### src/rtl/rxr_pkg.sv
package rxr_pkg;
  localparam int WORD_W    = 32;
  localparam int OWN_BIT   = 31;
  localparam int GIANT_BIT = 13;
  localparam int ERR_LSB   = 1;
  localparam int DESC_LEN_OFS = 2;

  typedef enum logic [2:0] {
    ST_IDLE,
    ST_FETCH,
    ST_WAIT,
    ST_RECV,
    ST_FLUSH,
    ST_WBLEN,
    ST_WBST
  } rxr_state_e;
endpackage

### src/rtl/rxr_pack.sv
module rxr_pack #(
  parameter int LEN_W = 16
) (
  input  logic             clk,
  input  logic             rst_n,
  input  logic             clear,
  input  logic             beat,
  input  logic [7:0]       data,
  input  logic [LEN_W-1:0] cap,
  input  logic             flush_ack,
  output logic             pend,
  output logic [31:0]      full_word,
  output logic [LEN_W-3:0] full_ofs,
  output logic             part_any,
  output logic [31:0]      part_word,
  output logic [LEN_W-3:0] part_ofs,
  output logic [LEN_W-1:0] count,
  output logic             giant
);
  localparam int OFS_W = LEN_W - 2;

  logic [31:0]      lanes;
  logic             flushed;
  logic [OFS_W-1:0] cnt_word;

  assign cnt_word  = count[LEN_W-1:2];
  assign part_any  = (count[1:0] != 2'd0) && !flushed;
  assign part_word = lanes;
  assign part_ofs  = cnt_word;

  always_ff @(posedge clk or negedge rst_n) begin
    if (!rst_n) begin
      lanes     <= '0;
      count     <= '0;
      giant     <= 1'b0;
      flushed   <= 1'b0;
      pend      <= 1'b0;
      full_word <= '0;
      full_ofs  <= '0;
    end else begin
      pend <= 1'b0;
      if (clear) begin
        lanes   <= '0;
        count   <= '0;
        giant   <= 1'b0;
        flushed <= 1'b0;
      end else if (beat) begin
        if (count < cap) begin
          if (count[1:0] == 2'd3) begin
            full_word <= {data, lanes[23:0]};
            full_ofs  <= cnt_word;
            pend      <= 1'b1;
            lanes     <= '0;
          end else begin
            lanes[{count[1:0], 3'b000} +: 8] <= data;
          end
          count <= count + 1'b1;
        end else begin
          giant <= 1'b1;
        end
      end
      if (flush_ack) flushed <= 1'b1;
    end
  end
endmodule

### src/rtl/rxr_ctrl.sv
module rxr_ctrl
  import rxr_pkg::*;
#(
  parameter int ADDR_W = 16,
  parameter int LEN_W  = 16
) (
  input  logic              clk,
  input  logic              rst_n,
  input  logic              base_load,
  input  logic [ADDR_W-1:0] base_addr,
  input  logic              start,
  input  logic              rx_valid,
  input  logic              rx_last,
  input  logic [1:0]        rx_err,
  output logic              rx_ready,
  output logic              beat,
  output logic              mem_req,
  output logic              mem_we,
  output logic [ADDR_W-1:0] mem_addr,
  output logic [31:0]       mem_wdata,
  input  logic [31:0]       mem_rdata,
  output logic              busy,
  output logic              ring_empty,
  output logic              frame_done,
  output logic              pk_clear,
  output logic              pk_flush_ack,
  output logic [LEN_W-1:0]  cap,
  input  logic              pk_pend,
  input  logic [31:0]       pk_full_word,
  input  logic [LEN_W-3:0]  pk_full_ofs,
  input  logic              pk_part_any,
  input  logic [31:0]       pk_part_word,
  input  logic [LEN_W-3:0]  pk_part_ofs,
  input  logic [LEN_W-1:0]  pk_count,
  input  logic              pk_giant
);
  rxr_state_e        state;
  logic [1:0]        fidx;
  logic [ADDR_W-1:0] cur;
  logic [ADDR_W-1:0] buf_base;
  logic [ADDR_W-1:0] nxt;
  logic [1:0]        err_q;
  logic [WORD_W-1:0] st_word;
  logic              unused_rdata;

  assign unused_rdata = ^mem_rdata;
  assign busy         = (state != ST_IDLE);
  assign rx_ready     = (state == ST_RECV);
  assign beat         = rx_valid && rx_ready;
  assign pk_clear     = (state == ST_WAIT) && (fidx == 2'd3);
  assign pk_flush_ack = (state == ST_FLUSH) && !pk_pend && pk_part_any;

  always_comb begin
    st_word                = '0;
    st_word[GIANT_BIT]     = pk_giant;
    st_word[ERR_LSB +: 2]  = err_q;
  end

  always_comb begin
    mem_req   = 1'b0;
    mem_we    = 1'b0;
    mem_addr  = '0;
    mem_wdata = '0;
    if (pk_pend) begin
      mem_req   = 1'b1;
      mem_we    = 1'b1;
      mem_addr  = buf_base + ADDR_W'(pk_full_ofs);
      mem_wdata = pk_full_word;
    end else begin
      case (state)
        ST_FETCH: begin
          mem_req  = 1'b1;
          mem_addr = cur + ADDR_W'(fidx);
        end
        ST_FLUSH: begin
          if (pk_part_any) begin
            mem_req   = 1'b1;
            mem_we    = 1'b1;
            mem_addr  = buf_base + ADDR_W'(pk_part_ofs);
            mem_wdata = pk_part_word;
          end
        end
        ST_WBLEN: begin
          mem_req   = 1'b1;
          mem_we    = 1'b1;
          mem_addr  = cur + ADDR_W'(DESC_LEN_OFS);
          mem_wdata = WORD_W'(pk_count);
        end
        ST_WBST: begin
          mem_req   = 1'b1;
          mem_we    = 1'b1;
          mem_addr  = cur;
          mem_wdata = st_word;
        end
        default: ;
      endcase
    end
  end

  always_ff @(posedge clk or negedge rst_n) begin
    if (!rst_n) begin
      state      <= ST_IDLE;
      fidx       <= '0;
      cur        <= '0;
      buf_base   <= '0;
      nxt        <= '0;
      cap        <= '0;
      err_q      <= '0;
      ring_empty <= 1'b0;
      frame_done <= 1'b0;
    end else begin
      frame_done <= 1'b0;
      case (state)
        ST_IDLE: begin
          if (base_load) cur <= base_addr;
          if (start) begin
            state      <= ST_FETCH;
            fidx       <= '0;
            ring_empty <= 1'b0;
          end
        end
        ST_FETCH: state <= ST_WAIT;
        ST_WAIT: begin
          case (fidx)
            2'd0: begin
              if (!mem_rdata[OWN_BIT]) begin
                state      <= ST_IDLE;
                ring_empty <= 1'b1;
              end else begin
                state <= ST_FETCH;
                fidx  <= 2'd1;
              end
            end
            2'd1: begin
              buf_base <= mem_rdata[ADDR_W-1:0];
              state    <= ST_FETCH;
              fidx     <= 2'd2;
            end
            2'd2: begin
              cap   <= mem_rdata[LEN_W-1:0];
              state <= ST_FETCH;
              fidx  <= 2'd3;
            end
            default: begin
              nxt   <= mem_rdata[ADDR_W-1:0];
              state <= ST_RECV;
            end
          endcase
        end
        ST_RECV: begin
          if (beat && rx_last) begin
            err_q <= rx_err;
            state <= ST_FLUSH;
          end
        end
        ST_FLUSH: if (!pk_pend) state <= ST_WBLEN;
        ST_WBLEN: state <= ST_WBST;
        ST_WBST: begin
          frame_done <= 1'b1;
          cur        <= nxt;
          fidx       <= '0;
          state      <= ST_FETCH;
        end
        default: state <= ST_IDLE;
      endcase
    end
  end
endmodule

### src/rtl/rxr_engine.sv
module rxr_engine #(
  parameter int ADDR_W = 16,
  parameter int LEN_W  = 16
) (
  input  logic              clk,
  input  logic              rst_n,
  input  logic              base_load,
  input  logic [ADDR_W-1:0] base_addr,
  input  logic              start,
  input  logic              rx_valid,
  output logic              rx_ready,
  input  logic [7:0]        rx_data,
  input  logic              rx_last,
  input  logic [1:0]        rx_err,
  output logic              mem_req,
  output logic              mem_we,
  output logic [ADDR_W-1:0] mem_addr,
  output logic [31:0]       mem_wdata,
  input  logic [31:0]       mem_rdata,
  output logic              busy,
  output logic              ring_empty,
  output logic              frame_done
);
  localparam int OFS_W = LEN_W - 2;

  logic             beat;
  logic             pk_clear;
  logic             pk_flush_ack;
  logic [LEN_W-1:0] cap;
  logic             pk_pend;
  logic [31:0]      pk_full_word;
  logic [OFS_W-1:0] pk_full_ofs;
  logic             pk_part_any;
  logic [31:0]      pk_part_word;
  logic [OFS_W-1:0] pk_part_ofs;
  logic [LEN_W-1:0] pk_count;
  logic             pk_giant;

  rxr_ctrl #(.ADDR_W(ADDR_W), .LEN_W(LEN_W)) u_ctrl (
    .clk          (clk),
    .rst_n        (rst_n),
    .base_load    (base_load),
    .base_addr    (base_addr),
    .start        (start),
    .rx_valid     (rx_valid),
    .rx_last      (rx_last),
    .rx_err       (rx_err),
    .rx_ready     (rx_ready),
    .beat         (beat),
    .mem_req      (mem_req),
    .mem_we       (mem_we),
    .mem_addr     (mem_addr),
    .mem_wdata    (mem_wdata),
    .mem_rdata    (mem_rdata),
    .busy         (busy),
    .ring_empty   (ring_empty),
    .frame_done   (frame_done),
    .pk_clear     (pk_clear),
    .pk_flush_ack (pk_flush_ack),
    .cap          (cap),
    .pk_pend      (pk_pend),
    .pk_full_word (pk_full_word),
    .pk_full_ofs  (pk_full_ofs),
    .pk_part_any  (pk_part_any),
    .pk_part_word (pk_part_word),
    .pk_part_ofs  (pk_part_ofs),
    .pk_count     (pk_count),
    .pk_giant     (pk_giant)
  );

  rxr_pack #(.LEN_W(LEN_W)) u_pack (
    .clk       (clk),
    .rst_n     (rst_n),
    .clear     (pk_clear),
    .beat      (beat),
    .data      (rx_data),
    .cap       (cap),
    .flush_ack (pk_flush_ack),
    .pend      (pk_pend),
    .full_word (pk_full_word),
    .full_ofs  (pk_full_ofs),
    .part_any  (pk_part_any),
    .part_word (pk_part_word),
    .part_ofs  (pk_part_ofs),
    .count     (pk_count),
    .giant     (pk_giant)
  );
endmodule

### config.mk
export PLATFORM = sky130hd
export DESIGN_NAME = rxr_engine
export DESIGN_NICKNAME = d
export VERILOG_FILES = /design/src/rtl/rxr_pkg.sv /design/src/rtl/rxr_pack.sv /design/src/rtl/rxr_ctrl.sv /design/src/rtl/rxr_engine.sv
export SDC_FILE = /design/constraint.sdc
export NUM_CORES = 1
export LEC_CHECK = 0
export BUFFER_PORTS_ARGS = -buffer_cell sky130_fd_sc_hd__buf_2
export CORE_ASPECT_RATIO = 0.75
export CORE_MARGIN = 3
export CORE_UTILIZATION = 40
export DETAILED_ROUTE_END_ITERATION = 6
export HOLD_SLACK_MARGIN = 0.05
export SYNTH_ARGS = -nofsm -noshare
export SYNTH_HDL_FRONTEND = slang
export SYNTH_SLANG_ARGS = --single-unit
### constraint.sdc
create_clock -name clk -period 4.1 [get_ports clk]
set_clock_uncertainty 0.2 [all_clocks]
set_input_delay 0.41 -clock clk [delete_from_list [all_inputs] [get_ports clk]]
set_output_delay 0.41 -clock clk [all_outputs]
set_load 0.05 [all_outputs]
==> qor.txt <==
Status: finished, final reports clean
Die height: 143 µm
Seq pwr share: 37.6%
Sequential Area: 4260 µm²
Crit path arrival time: 3.38 ns
Hold path depth: 3
Switching power: 2.97 mW
Clock Pin Slew Worst Setup and Hold Paths: 0.07 ns
Worst reg2reg endpoint: u_pack.full_word[26]
Peak VDD IR: 0.330 mV
Slew Limit Fails: 0
Total GRT Usage: 21.1%
Setup crit end kind: output pin
PD cells: 608 nW/µm²
CTS Sinks: 170
Via count: 8541
Register area share after synthesis: 42.2%
Top FF cell, synth: dfrtp_1
Post-Syn Area: 10100 µm²
Fin nets: 1312
FF-to-FF path depth: 8
TritonRoute pass-1 iters: 5
Pre-CTS setup slack: 0.435 ns
Critical path launch point: u_ctrl.buf_base[0]
Commonest non-fill, non-tap cell in the layout: nand2_1
Unrepaired setup endpoints after global routing: false
Slew Limit Headroom: 36.7%
Post-CTS setup buffer count: 0
Syn_nets: 1204
Number of synthesized register bits: 170
DR vias/cell: 5.57
H-Tree Depth: 4
Net Sw Frac: 41.4%
Layout cells sized above 1: 19.8%
Tightest Pin Transition: 0.947 ns
FP Rows: 49
Final Total Pwr: 7.17 mW
Critical path endpoint: mem_addr[10]
Worst min path class: primary input to flop
CTS tree: done
Fill count: 2379
Initial antenna violation count: 0
Mean Syn Cell Area: 9.32 µm²
Reg2reg start: u_pack.count[14]
Gr ovfl total: 0
Yosys warnings: 0
Area of the multi-input gates: 5460 µm²
Syn Inst Count: 1082
EDFF count, synth: 0
Final wirelength: 28.6 mm
HPWL after detailed placement: 20.4 mm
Combinational share of power: 40.1%
Critical path startpoint category: flop
Required time worst endpoint: 3.49 ns
Flop2flop setup slack: 0.72 ns
First-pass GRT wire length: 45.1 mm
Core area: 24400 µm²
Final Setup Violations: 0
DP Area: 10900 µm²
Netlist cell types: 70
CTS Buffer Depth: 2
Full die area: 27200 µm²
Final min period: 3.99 ns
Cell chosen for the clock root: clkbuf_16
Fmax: 0.251 GHz
GP Congestion: 0.865
Minimum hold slack: 0.0680 ns
Number of remaining DRC errors: 0
Largest net degree at the start of global routing: 117
Final hold violation count: 0
Clock share of power: 22.2%
Pleak: 5.51 nW
Remaining antenna violation count: 0
Wire length per cell: 18.6 µm
Num CTS Buffers: 17
# Max-Cap Violations: 0
I/O pin count: 118
Design Area, Final: 11800 µm²
Starting density of the core: 41.3%
Post-route worst setup slack: 0.114 ns
Initial DRC Count: 614
# diodes: 0
Async SR Flop Fraction: 100%
Vias in the first global route: 8256
Most frequent cells in the layout: nand2_1, dfrtp_1, o21ai_0
Crit-path max FO: 4
Sum Neg Setup Slack: 0 ns
Period utilization: 97.2%
Skew-Pair Late Insertion Delay: 0.44 ns
Die W: 189 µm
Area growth syn-to-layout: 16.9%
Critical path class: flop to output pin
IO Port Bufs: 102
Internal power: 4.20 mW
-- critical path, stage by stage, from the launching register on --
cell	delay, ns
dfrtp_1	0.41
ha_1	0.25
fa_1	0.47
a211oi_2	0.33
o211ai_1	0.16
a31o_2	0.31
a41oi_2	0.29
a32oi_1	0.16
o21ai_0	0.21
buf_2	0.34
-- metal layers --
| layer | share of wire, % | vias up | global-route usage (%) |
|---|---|---|---|
| li1 | - | 4098 | - |
| met1 | 50 | 4185 | 31.3 |
| met2 | 43 | 237 | 31.4 |
| met3 | 5.7 | 21 | 4.73 |
| met4 | 1.2 | 0 | 5.21 |
| met5 | 0 | - | 0 |
-- metrics by stage --
step | util (%) | cells
2_1_floorplan | - | 1082
3_3_place_gp | 44.9 | 1480
3_5_place_dp | 44.9 | 1480
4_1_cts | 48.1 | 1534
5_1_grt | 48.3 | 1534
6_report | 48.3 | 1534
-- worst min path at each step --
stage / startpoint / end
final: base_addr[4] / u_ctrl.cur[4]
after global placement: rst_n / u_ctrl.frame_done
after global routing: base_addr[1] / u_ctrl.cur[1]
after detailed placement: rst_n / u_ctrl.nxt[10]
after floorplan: rst_n / u_ctrl.buf_base[0]
after CTS: base_addr[1] / u_ctrl.cur[1]
-- logic make-up (layout without fill, tap and decap cells) --
group                      count (synthesis)  count (layout)  share of synthesized area, %
and+or+nand+nor                          353             353                          16.0
muxes                                    100             100                          10.7
adders and majority gates                 58              58                          7.42
DFF                                      170             170                          42.2
xor gates and xnor gates                  25              25                          2.17
AOI/OAI and AO/OA                        278             278                          17.4
buffers and inverters                     98             219                          4.18
-- cell usage after synthesis (all sizes together), types with 6 or more instances --
cell | number | share of area, %
nand3 | 17 | 0.84
buf | 16 | 1.1
nor3 | 11 | 0.55
nand4 | 13 | 0.81
a22oi | 14 | 1.0
a21o | 16 | 1.2
ha | 55 | 6.8
a21oi | 43 | 2.1
clkbuf | 41 | 1.5
xnor2 | 11 | 0.96
inv | 41 | 1.5
mux2i | 40 | 4.0
a211oi | 6 | 0.50
o21ai | 113 | 5.6
a31oi | 7 | 0.43
nor4 | 7 | 0.58
dfrtp | 170 | 42
nor2 | 38 | 1.5
o22ai | 12 | 0.81
a22o | 11 | 0.96
and3 | 12 | 0.74
o31ai | 8 | 0.60
mux2 | 60 | 6.7
nand2 | 210 | 7.8
nand2b | 12 | 0.74
xor2 | 14 | 1.2
-- registers in the layout, summed over array words and instances, names as in the netlist, 2 cells and up --
name,count
u_pack.full_word,32
u_ctrl.state,3
u_ctrl.fidx,2
u_ctrl.cap,16
u_pack.full_ofs,14
u_pack.part_word,32
u_ctrl.cur,16
u_ctrl.nxt,16
u_ctrl.err_q,2
u_pack.count,16
u_ctrl.buf_base,16
-- power groups by stage --
stage	registers (mW)	logic [mW]	clock network (mW)
floorplan	2.55	2.18	0
global placement	2.70	2.74	0
detailed placement	2.72	2.80	0
CTS	2.69	2.83	1.62
global route	2.78	3.19	1.70
finish	2.70	2.88	1.59
-- area by class of cell --
type,count,area share [%]
well taps,331,3.51
clock inverters,13,1.16
repair buffers,146,7.89
flip-flops and latches,170,36.1
clock buffers,19,3.67
multi-input cells,814,46.3
inverters,41,1.31
-- timing repair --
item                                   CTS  global route
resized for setup                        2            10
endpoints found under the hold margin   91             0
hold buffers                            22             0
pin swaps                                0             2
cloned                                   0             0
setup endpoints to repair                3             6
Note: power is estimated with default switching activity, not from simulation.
